--- src/rtl/rxsp_pkg.sv ---
package rxsp_pkg;
    localparam int LEN_W = 16;
    localparam int BUF_W = 18;

    typedef enum logic [2:0] {
        S_IDLE,
        S_HDR_CMD,
        S_DAT_CMD,
        S_WAIT_DONE,
        S_REPORT,
        S_FAIL
    } fsm_t;

    typedef struct packed {
        logic             bad;
        logic             use_hdr;
        logic             use_dat;
        logic [LEN_W-1:0] hdr_len;
        logic [LEN_W-1:0] dat_off;
        logic [LEN_W-1:0] dat_len;
        logic [BUF_W-1:0] buf_bytes;
        logic [LEN_W-1:0] wb_hdr;
        logic             wb_split;
        logic [LEN_W-1:0] wb_pkt;
        logic [LEN_W-1:0] new_off;
        logic             eop;
    } plan_t;
endpackage

--- src/rtl/rxsp_plan.sv ---
module rxsp_plan
    import rxsp_pkg::*;
#(
    parameter int KB_SHIFT  = 10,
    parameter int CRC_BYTES = 4
) (
    input  logic [LEN_W-1:0] frame_len,
    input  logic [LEN_W-1:0] split_pt,
    input  logic [LEN_W-1:0] offset_in,
    input  logic [31:0]      ctrl,
    input  logic             large_pkt_en,
    input  logic [BUF_W-1:0] glb_buf_bytes,
    input  logic             crc_strip,
    output plan_t            plan_o
);
    localparam logic [2:0] TY_LEGACY = 3'b000;
    localparam logic [2:0] TY_ADV    = 3'b001;
    localparam logic [2:0] TY_SPLIT  = 3'b101;

    logic [2:0]       ptype;
    logic [BUF_W-1:0] dbuf;
    logic [LEN_W-1:0] hbuf;
    logic [LEN_W-1:0] rem_cont, rem_split, take_cont, take_split, placed;

    function automatic logic [LEN_W-1:0] clip(input logic [LEN_W-1:0] want,
                                              input logic [BUF_W-1:0] cap);
        if ({{(BUF_W-LEN_W){1'b0}}, want} < cap) return want;
        return cap[LEN_W-1:0];
    endfunction

    always_comb begin
        ptype      = ctrl[27:25];
        dbuf       = large_pkt_en ? (BUF_W'(ctrl[7:0]) << KB_SHIFT) : glb_buf_bytes;
        hbuf       = large_pkt_en ? LEN_W'(ctrl[15:8]) : '0;
        rem_cont   = frame_len - offset_in;
        rem_split  = (split_pt < frame_len) ? (frame_len - split_pt) : '0;
        take_cont  = clip(rem_cont, dbuf);
        take_split = clip(rem_split, dbuf);
        plan_o     = '0;
        plan_o.buf_bytes = dbuf;
        placed     = '0;
        unique case (ptype)
            TY_LEGACY, TY_ADV: begin
                if (offset_in != '0 || {{(BUF_W-LEN_W){1'b0}}, frame_len} >= dbuf) begin
                    plan_o.bad = 1'b1;
                end else begin
                    plan_o.use_dat = 1'b1;
                    plan_o.dat_len = frame_len;
                    plan_o.wb_pkt  = frame_len + (crc_strip ? LEN_W'(0) : LEN_W'(CRC_BYTES));
                    placed         = frame_len;
                end
            end
            TY_SPLIT: begin
                if (offset_in == '0 && frame_len <= hbuf) begin
                    plan_o.use_hdr = 1'b1;
                    plan_o.hdr_len = frame_len;
                    plan_o.wb_hdr  = frame_len;
                    placed         = frame_len;
                end else if (offset_in != '0) begin
                    if (offset_in >= frame_len) begin
                        plan_o.bad = 1'b1;
                    end else begin
                        plan_o.use_dat = 1'b1;
                        plan_o.dat_off = offset_in;
                        plan_o.dat_len = take_cont;
                        plan_o.wb_pkt  = take_cont;
                        placed         = take_cont;
                    end
                end else if (split_pt != '0) begin
                    plan_o.use_hdr  = 1'b1;
                    plan_o.hdr_len  = split_pt;
                    plan_o.use_dat  = (take_split != '0);
                    plan_o.dat_off  = split_pt;
                    plan_o.dat_len  = take_split;
                    plan_o.wb_hdr   = split_pt;
                    plan_o.wb_split = 1'b1;
                    plan_o.wb_pkt   = take_split;
                    placed          = split_pt + take_split;
                end else begin
                    plan_o.bad = 1'b1;
                end
            end
            default: plan_o.bad = 1'b1;
        endcase
        plan_o.new_off = offset_in + placed;
        plan_o.eop     = !plan_o.bad && (plan_o.new_off == frame_len);
    end
endmodule

--- src/rtl/rxsp_join.sv ---
module rxsp_join (
    input  logic       clk,
    input  logic       rst_n,
    input  logic       arm,
    input  logic [1:0] need,
    input  logic       hdr_done,
    input  logic       dat_done,
    output logic       joined
);
    logic [1:0] need_q, seen_q;

    always_ff @(posedge clk or negedge rst_n) begin
        if (!rst_n) begin
            need_q <= 2'd0;
            seen_q <= 2'd0;
        end else if (arm) begin
            need_q <= need;
            seen_q <= 2'd0;
        end else begin
            seen_q <= seen_q + {1'b0, hdr_done} + {1'b0, dat_done};
        end
    end

    assign joined = (seen_q == need_q);

    AST_JOIN_NO_OVERFLOW: assert property (@(posedge clk) disable iff (!rst_n)
        seen_q <= need_q);
endmodule

--- src/rtl/rx_split_place.sv ---
module rx_split_place
    import rxsp_pkg::*;
#(
    parameter int KB_SHIFT  = 10,
    parameter int CRC_BYTES = 4
) (
    input  logic             clk,
    input  logic             rst_n,
    input  logic             start,
    input  logic [LEN_W-1:0] frame_len,
    input  logic [LEN_W-1:0] split_pt,
    input  logic [LEN_W-1:0] offset_in,
    input  logic [31:0]      ctrl,
    input  logic             large_pkt_en,
    input  logic [BUF_W-1:0] glb_buf_bytes,
    input  logic             crc_strip,
    input  logic             hdr_done,
    input  logic             dat_done,
    output logic             busy,
    output logic             cmd_valid,
    output logic             cmd_sel,
    output logic [LEN_W-1:0] cmd_off,
    output logic [LEN_W-1:0] cmd_len,
    output logic             wb_valid,
    output logic [LEN_W-1:0] wb_hdr_len,
    output logic             wb_split,
    output logic [LEN_W-1:0] wb_pkt_len,
    output logic             wb_eop,
    output logic [LEN_W-1:0] off_out,
    output logic             err
);
    plan_t            pl, pl_q;
    fsm_t             st, st_nx;
    logic             joined, take;
    logic [LEN_W-1:0] frame_q;

    assign take = start && (st == S_IDLE);

    rxsp_plan #(.KB_SHIFT(KB_SHIFT), .CRC_BYTES(CRC_BYTES)) u_plan (
        .frame_len(frame_len), .split_pt(split_pt), .offset_in(offset_in),
        .ctrl(ctrl), .large_pkt_en(large_pkt_en), .glb_buf_bytes(glb_buf_bytes),
        .crc_strip(crc_strip), .plan_o(pl)
    );

    rxsp_join u_join (
        .clk(clk), .rst_n(rst_n), .arm(take),
        .need({1'b0, pl.use_hdr} + {1'b0, pl.use_dat}),
        .hdr_done(hdr_done), .dat_done(dat_done), .joined(joined)
    );

    always_ff @(posedge clk or negedge rst_n) begin
        if (!rst_n) begin
            st      <= S_IDLE;
            pl_q    <= '0;
            frame_q <= '0;
        end else begin
            st <= st_nx;
            if (take) begin
                pl_q    <= pl;
                frame_q <= frame_len;
            end
        end
    end

    always_comb begin
        st_nx = st;
        unique case (st)
            S_IDLE: begin
                if (start) begin
                    if (pl.bad)          st_nx = S_FAIL;
                    else if (pl.use_hdr) st_nx = S_HDR_CMD;
                    else                 st_nx = S_DAT_CMD;
                end
            end
            S_HDR_CMD:   st_nx = pl_q.use_dat ? S_DAT_CMD : S_WAIT_DONE;
            S_DAT_CMD:   st_nx = S_WAIT_DONE;
            S_WAIT_DONE: if (joined) st_nx = S_REPORT;
            S_REPORT:    st_nx = S_IDLE;
            S_FAIL:      st_nx = S_IDLE;
            default:     st_nx = S_IDLE;
        endcase
    end

    always_comb begin
        busy       = (st != S_IDLE);
        cmd_valid  = (st == S_HDR_CMD) || (st == S_DAT_CMD);
        cmd_sel    = (st == S_DAT_CMD);
        cmd_off    = (st == S_DAT_CMD) ? pl_q.dat_off : '0;
        cmd_len    = (st == S_DAT_CMD) ? pl_q.dat_len : pl_q.hdr_len;
        wb_valid   = (st == S_REPORT);
        wb_hdr_len = pl_q.wb_hdr;
        wb_split   = pl_q.wb_split;
        wb_pkt_len = pl_q.wb_pkt;
        wb_eop     = (st == S_REPORT) && pl_q.eop;
        off_out    = pl_q.new_off;
        err        = (st == S_FAIL);
    end

    AST_REPORT_AFTER_JOIN: assert property (@(posedge clk) disable iff (!rst_n)
        wb_valid |-> $past(joined));
    AST_HDR_BEFORE_DAT: assert property (@(posedge clk) disable iff (!rst_n)
        (cmd_valid && cmd_sel && pl_q.use_hdr) |-> $past(cmd_valid && !cmd_sel));
    AST_DAT_WITHIN_BUF: assert property (@(posedge clk) disable iff (!rst_n)
        (cmd_valid && cmd_sel) |-> ({2'b00, cmd_len} <= pl_q.buf_bytes));
    AST_EOP_AT_END: assert property (@(posedge clk) disable iff (!rst_n)
        (wb_valid && wb_eop) |-> (off_out == frame_q));
    AST_ERR_SILENT: assert property (@(posedge clk) disable iff (!rst_n)
        err |=> (!cmd_valid && !wb_valid));
    AST_SPLIT_HAS_HDR: assert property (@(posedge clk) disable iff (!rst_n)
        (wb_valid && wb_split) |-> (wb_hdr_len != '0));
endmodule

--- config.mk ---
export PLATFORM = sky130hd
export DESIGN_NAME = rx_split_place
export DESIGN_NICKNAME = d
export VERILOG_FILES = /design/src/rtl/rxsp_pkg.sv /design/src/rtl/rxsp_plan.sv /design/src/rtl/rxsp_join.sv /design/src/rtl/rx_split_place.sv
export SDC_FILE = /design/constraint.sdc
export NUM_CORES = 1
export LEC_CHECK = 0
export ABC_AREA = 1
export BUFFER_PORTS_ARGS = -buffer_cell sky130_fd_sc_hd__buf_2
export CAP_MARGIN = 15
export CELL_PAD_IN_SITES_DETAIL_PLACEMENT = 1
export CELL_PAD_IN_SITES_GLOBAL_PLACEMENT = 1
export CORE_UTILIZATION = 30
export DETAILED_ROUTE_END_ITERATION = 8
export GPL_TIMING_DRIVEN = 0
export PLACE_DENSITY = 0.71
export SYNTH_ARGS = -nofsm -noshare
export SYNTH_HDL_FRONTEND = slang
export SYNTH_SLANG_ARGS = --single-unit
--- constraint.sdc ---
create_clock -name clk -period 3.3 [get_ports clk]
set_input_delay 0.165 -clock clk [delete_from_list [all_inputs] [get_ports clk]]
set_output_delay 0.165 -clock clk [all_outputs]
set_load 0.1 [all_outputs]
==> results.yml <==
worst_setup_path:
  cp_max_fo: 6
  slowest_delay_ns: 0.36
  endpoint_kind: "flip-flop"
  cp_slowest_cell: "ha_4"
  crit_top_cell: "nand2_2"
  crit_path_start_kind: "primary input"
  required_ns: 3.59
  crit_type: "in2reg"
  cp_data_arrival_time_ns: 7.39
global_routing:
  grt_pass1_wl_um: 72500
  grt_max_degree: 68
  grt.total_usage_pct: 26.8
  grt_pass1_vias: 12600
  grt_overflow: 0
  antenna_found_initial: 0
clock_network:
  cts-root-buf: "clkbuf_16"
  cts_buffer_depth: 2
  cts_tree: "done"
  insertion_delay_ns: 0.36
  clock_sinks: 88
  cts_buffers: 9
  cts.htree.levels: 3
  cts.clk_slew.worst_paths_ns: 0.06
flow_run:
  maxCapViolations: 0
pwr:
  leakage_nw: 7.10
  pwr-share-comb_pct: 64.8
  irDropWorstVdd_mv: 0.666
  p_sw_mw: 3.74
  power_density_mw_per_mm2: 475
  internal_power_mw: 3.15
  switching_share_pct: 54.3
  power_frac_seq_pct: 20.6
  p_clk_share_pct: 14.6
synth:
  syn_area_per_cell_um2: 6.66
  async_reset_ff_share_pct: 100
  synth_area_leaders: "dfrtp_1, ha_1, nand2_1"
  ys_warn_count: 0
  syn-cell-area_mm2: 0.0104
  yosys_most_used_dff: "dfrtp_1"
  yosys.area.top_type: "dfrtp_1"
  yosysTopAreaCellShare_pct: 21.1
  syn-num-nets: 1797
  yosysUniqueCellTypes: 51
  syn_inst: 1566
  synth-edff-count: 0
  ys_seq_area_share_pct: 21.1
  ys_ff_latch: 88
finish:
  fin_nets: 2080
  register_area_mm2: 0.00220
  antennaDiodeCount: 0
  drive_above_1_share_pct: 34.4
  finalNonFillerCells: 2302
  multi_input_area_mm2: 0.00833
  syn2layout_area_growth_pct: 39.1
  final_util_pct: 42.8
  n_fill_cell: 4277
  final_area_mm2: 0.0145
sta:
  finalMaxSlewViolations: 0
  worst_slew_pin_slew_ns: 0.784
  finalSetupTns_ns: -74.58
  period_minus_slack_ns: 7.10
  clock_skew_ns: 0.00611
  finalSetupViolCount: 52
  grt_setup_unrepaired: "true"
  hold_viol: 0
  slew_headroom_pct: 47.2
  fmax_mhz: 141
  fin_crit_sh_pct: 215
  worst_slack_ns: -3.80
placed_design:
  port_buffers: 177
  place_congestion: 1.00
  placed_cells: 2192
  dp_hpwl_um: 39600
  dp_slack_ns: -5.16
  dpl_cell_area_mm2: 0.0121
die:
  die_area_mm2: 0.0355
  coreArea_mm2: 0.0339
  io_pins: 192
  start_util_pct: 30.8
  die-height_um: 188
  die_w_um: 188
  row_count: 67
routing:
  wl_per_cell_um: 21.2
  drc: 0
  vias_per_cell: 5.29
  vias: 12200
  drt_iter0_markers: 725
  drt_wl_total_um: 48900
  ant_nets: 0
  drt_pass1_iterations: 5
worst_hold_path:
  hold_path_class: "in2reg"
status:
  outcome: "finished with violations"
  violations: "setup timing"
## final timing paths
path	slack [ns]	cells past startpoint	end	from
setup / recovery	-3.80	55	pl_q[0]$_DFFE_PN0P_	split_pt[12]
hold reg to reg	0.48	2	pl_q[71]$_DFFE_PN0P_	pl_q[71]$_DFFE_PN0P_
hold / removal	0.23	3	pl_q[101]$_DFFE_PN0P_	split_pt[1]
min in group asynchronous	0.24	2	wb_pkt_len[14]$_DFFE_PN0P_	rst_n
max in group asynchronous	2.40	3	pl_q[98]$_DFFE_PN0P_	rst_n
setup reg to reg	0.92	8	pl_q[111]$_DFFE_PN0P_	st[2]$_DFFE_PN0P_
## registers in the layout, summed over array words and instances (netlist names)
register	flops
wb_split	1
off_out	16
u_join.need_q	2
pl_q	50
u_join.seen_q	2
wb_pkt_len	14
st	3
## per-layer routing
layer	wire, um	track usage (%)	up-vias
li1	-	-	5795
met1	21200	33.6	5965
met2	23800	46.8	331
met3	1940	2.85	95
met4	1960	10.9	0
met5	0	0	-
## cells in the final DEF, fill, tap and decap left out, types with 6 or more instances in the layout
cell / n
a21o_1: 12
a21oi_1: 92
a21oi_2: 35
a21oi_4: 9
buf_1: 8
buf_2: 170
buf_4: 135
buf_6: 13
clkbuf_1: 28
clkbuf_16: 9
dfrtp_1: 88
ha_1: 96
ha_4: 20
inv_1: 167
inv_2: 21
nand2_1: 319
nand2_2: 36
nand2_4: 6
nand3_1: 58
nand3_2: 13
nand4_1: 17
nor2_1: 84
nor2_2: 6
nor3_1: 10
nor3_2: 10
nor4_1: 9
o211ai_1: 13
o21ai_0: 83
o21ai_1: 32
o21ai_2: 42
o21ai_4: 12
o22ai_1: 24
o31ai_1: 11
or2_2: 6
xnor2_1: 6
xor2_1: 31
## Yosys cell counts (2+ instances only)
library cell and instances:
clkbuf_1 36, nor2_1 90, nor4_2 2, dfrtp_1 88, ha_1 121, fa_1 5
o22ai_1 29, a31o_2 2, mux2i_1 5, nand4_1 17, xor2_1 39, o21ai_2 4
a21boi_1 2, buf_1 10, buf_2 3, o2111ai_1 5, and2_1 2, nand2_1 351
inv_1 191, nor3_1 22, o31ai_1 13, nand3_1 74, a22oi_1 3, buf_4 50
o21ai_0 138, o21bai_1 7, xnor2_1 9, or2_2 8, nand2_2 10, o21ai_1 27
o211ai_1 13, nor4_1 10, a21oi_1 135, a21o_1 12, nor2_2 3, buf_6 2
a211oi_1 4, a31oi_1 9, inv_2 3
## cells by family after synthesis
kind of cell	after synthesis	synth area share, %
compound gates	410	22.2
xor+xnor	48	4.03
fa+ha+maj	126	15.5
buf+inv	296	12.6
flops	88	21.1
mux	5	0.480
simple gates	593	24.0
## metrics by stage
stage | hold slack, ns | total power, mW
2_1_floorplan | -0.131 | 4.34
3_3_place_gp | 0.458 | 5.23
3_5_place_dp | 0.0828 | 5.32
4_1_cts | 0.222 | 6.62
5_1_grt | 0.227 | 7.27
6_report | 0.234 | 6.89
## power groups by stage
| stage | clock (mW) | sequential (mW) | combinational, mW |
|---|---|---|---|
| final | 1.01 | 1.42 | 4.46 |
| after floorplan | 0 | 1.39 | 2.96 |
| after global placement | 0 | 1.43 | 3.80 |
| after global routing | 1.06 | 1.44 | 4.77 |
| after detailed placement | 0 | 1.44 | 3.89 |
| after CTS | 1.02 | 1.42 | 4.17 |
## cell type report
| type | instances | share of cell area (%) |
|---|---|---|
| Multi-Input combinational cell | 1182 | 57.5 |
| Sequential cell | 88 | 15.2 |
| Timing Repair Buffer | 272 | 11.8 |
| Inverter | 195 | 5.19 |
| Buffer | 101 | 4.49 |
| Tap cell | 448 | 3.87 |
| Clock buffer | 11 | 1.74 |
| Clock inverter | 5 | 0.285 |
## timing repair
item | 4_1_cts | 5_1_grt
gates resized for setup | 179 | 160
pin swaps | 80 | 65
hold endpoints to repair | 21 | 0
buffers inserted | 55 | 42
endpoints found under the setup margin | 71 | 72
hold buffers | 1 | 0
## critical path, delay by kind of cell
family / cells / cell delay (ns)
AND/OR/NAND/NOR: 28 / 3.04
AO/OA/AOI/OAI: 12 / 1.61
adder cells (fa/ha/maj): 5 / 1.37
buffers and inverters: 8 / 0.89
XOR/XNOR: 2 / 0.31
No activity file was read; power rests on OpenSTA's default activity.
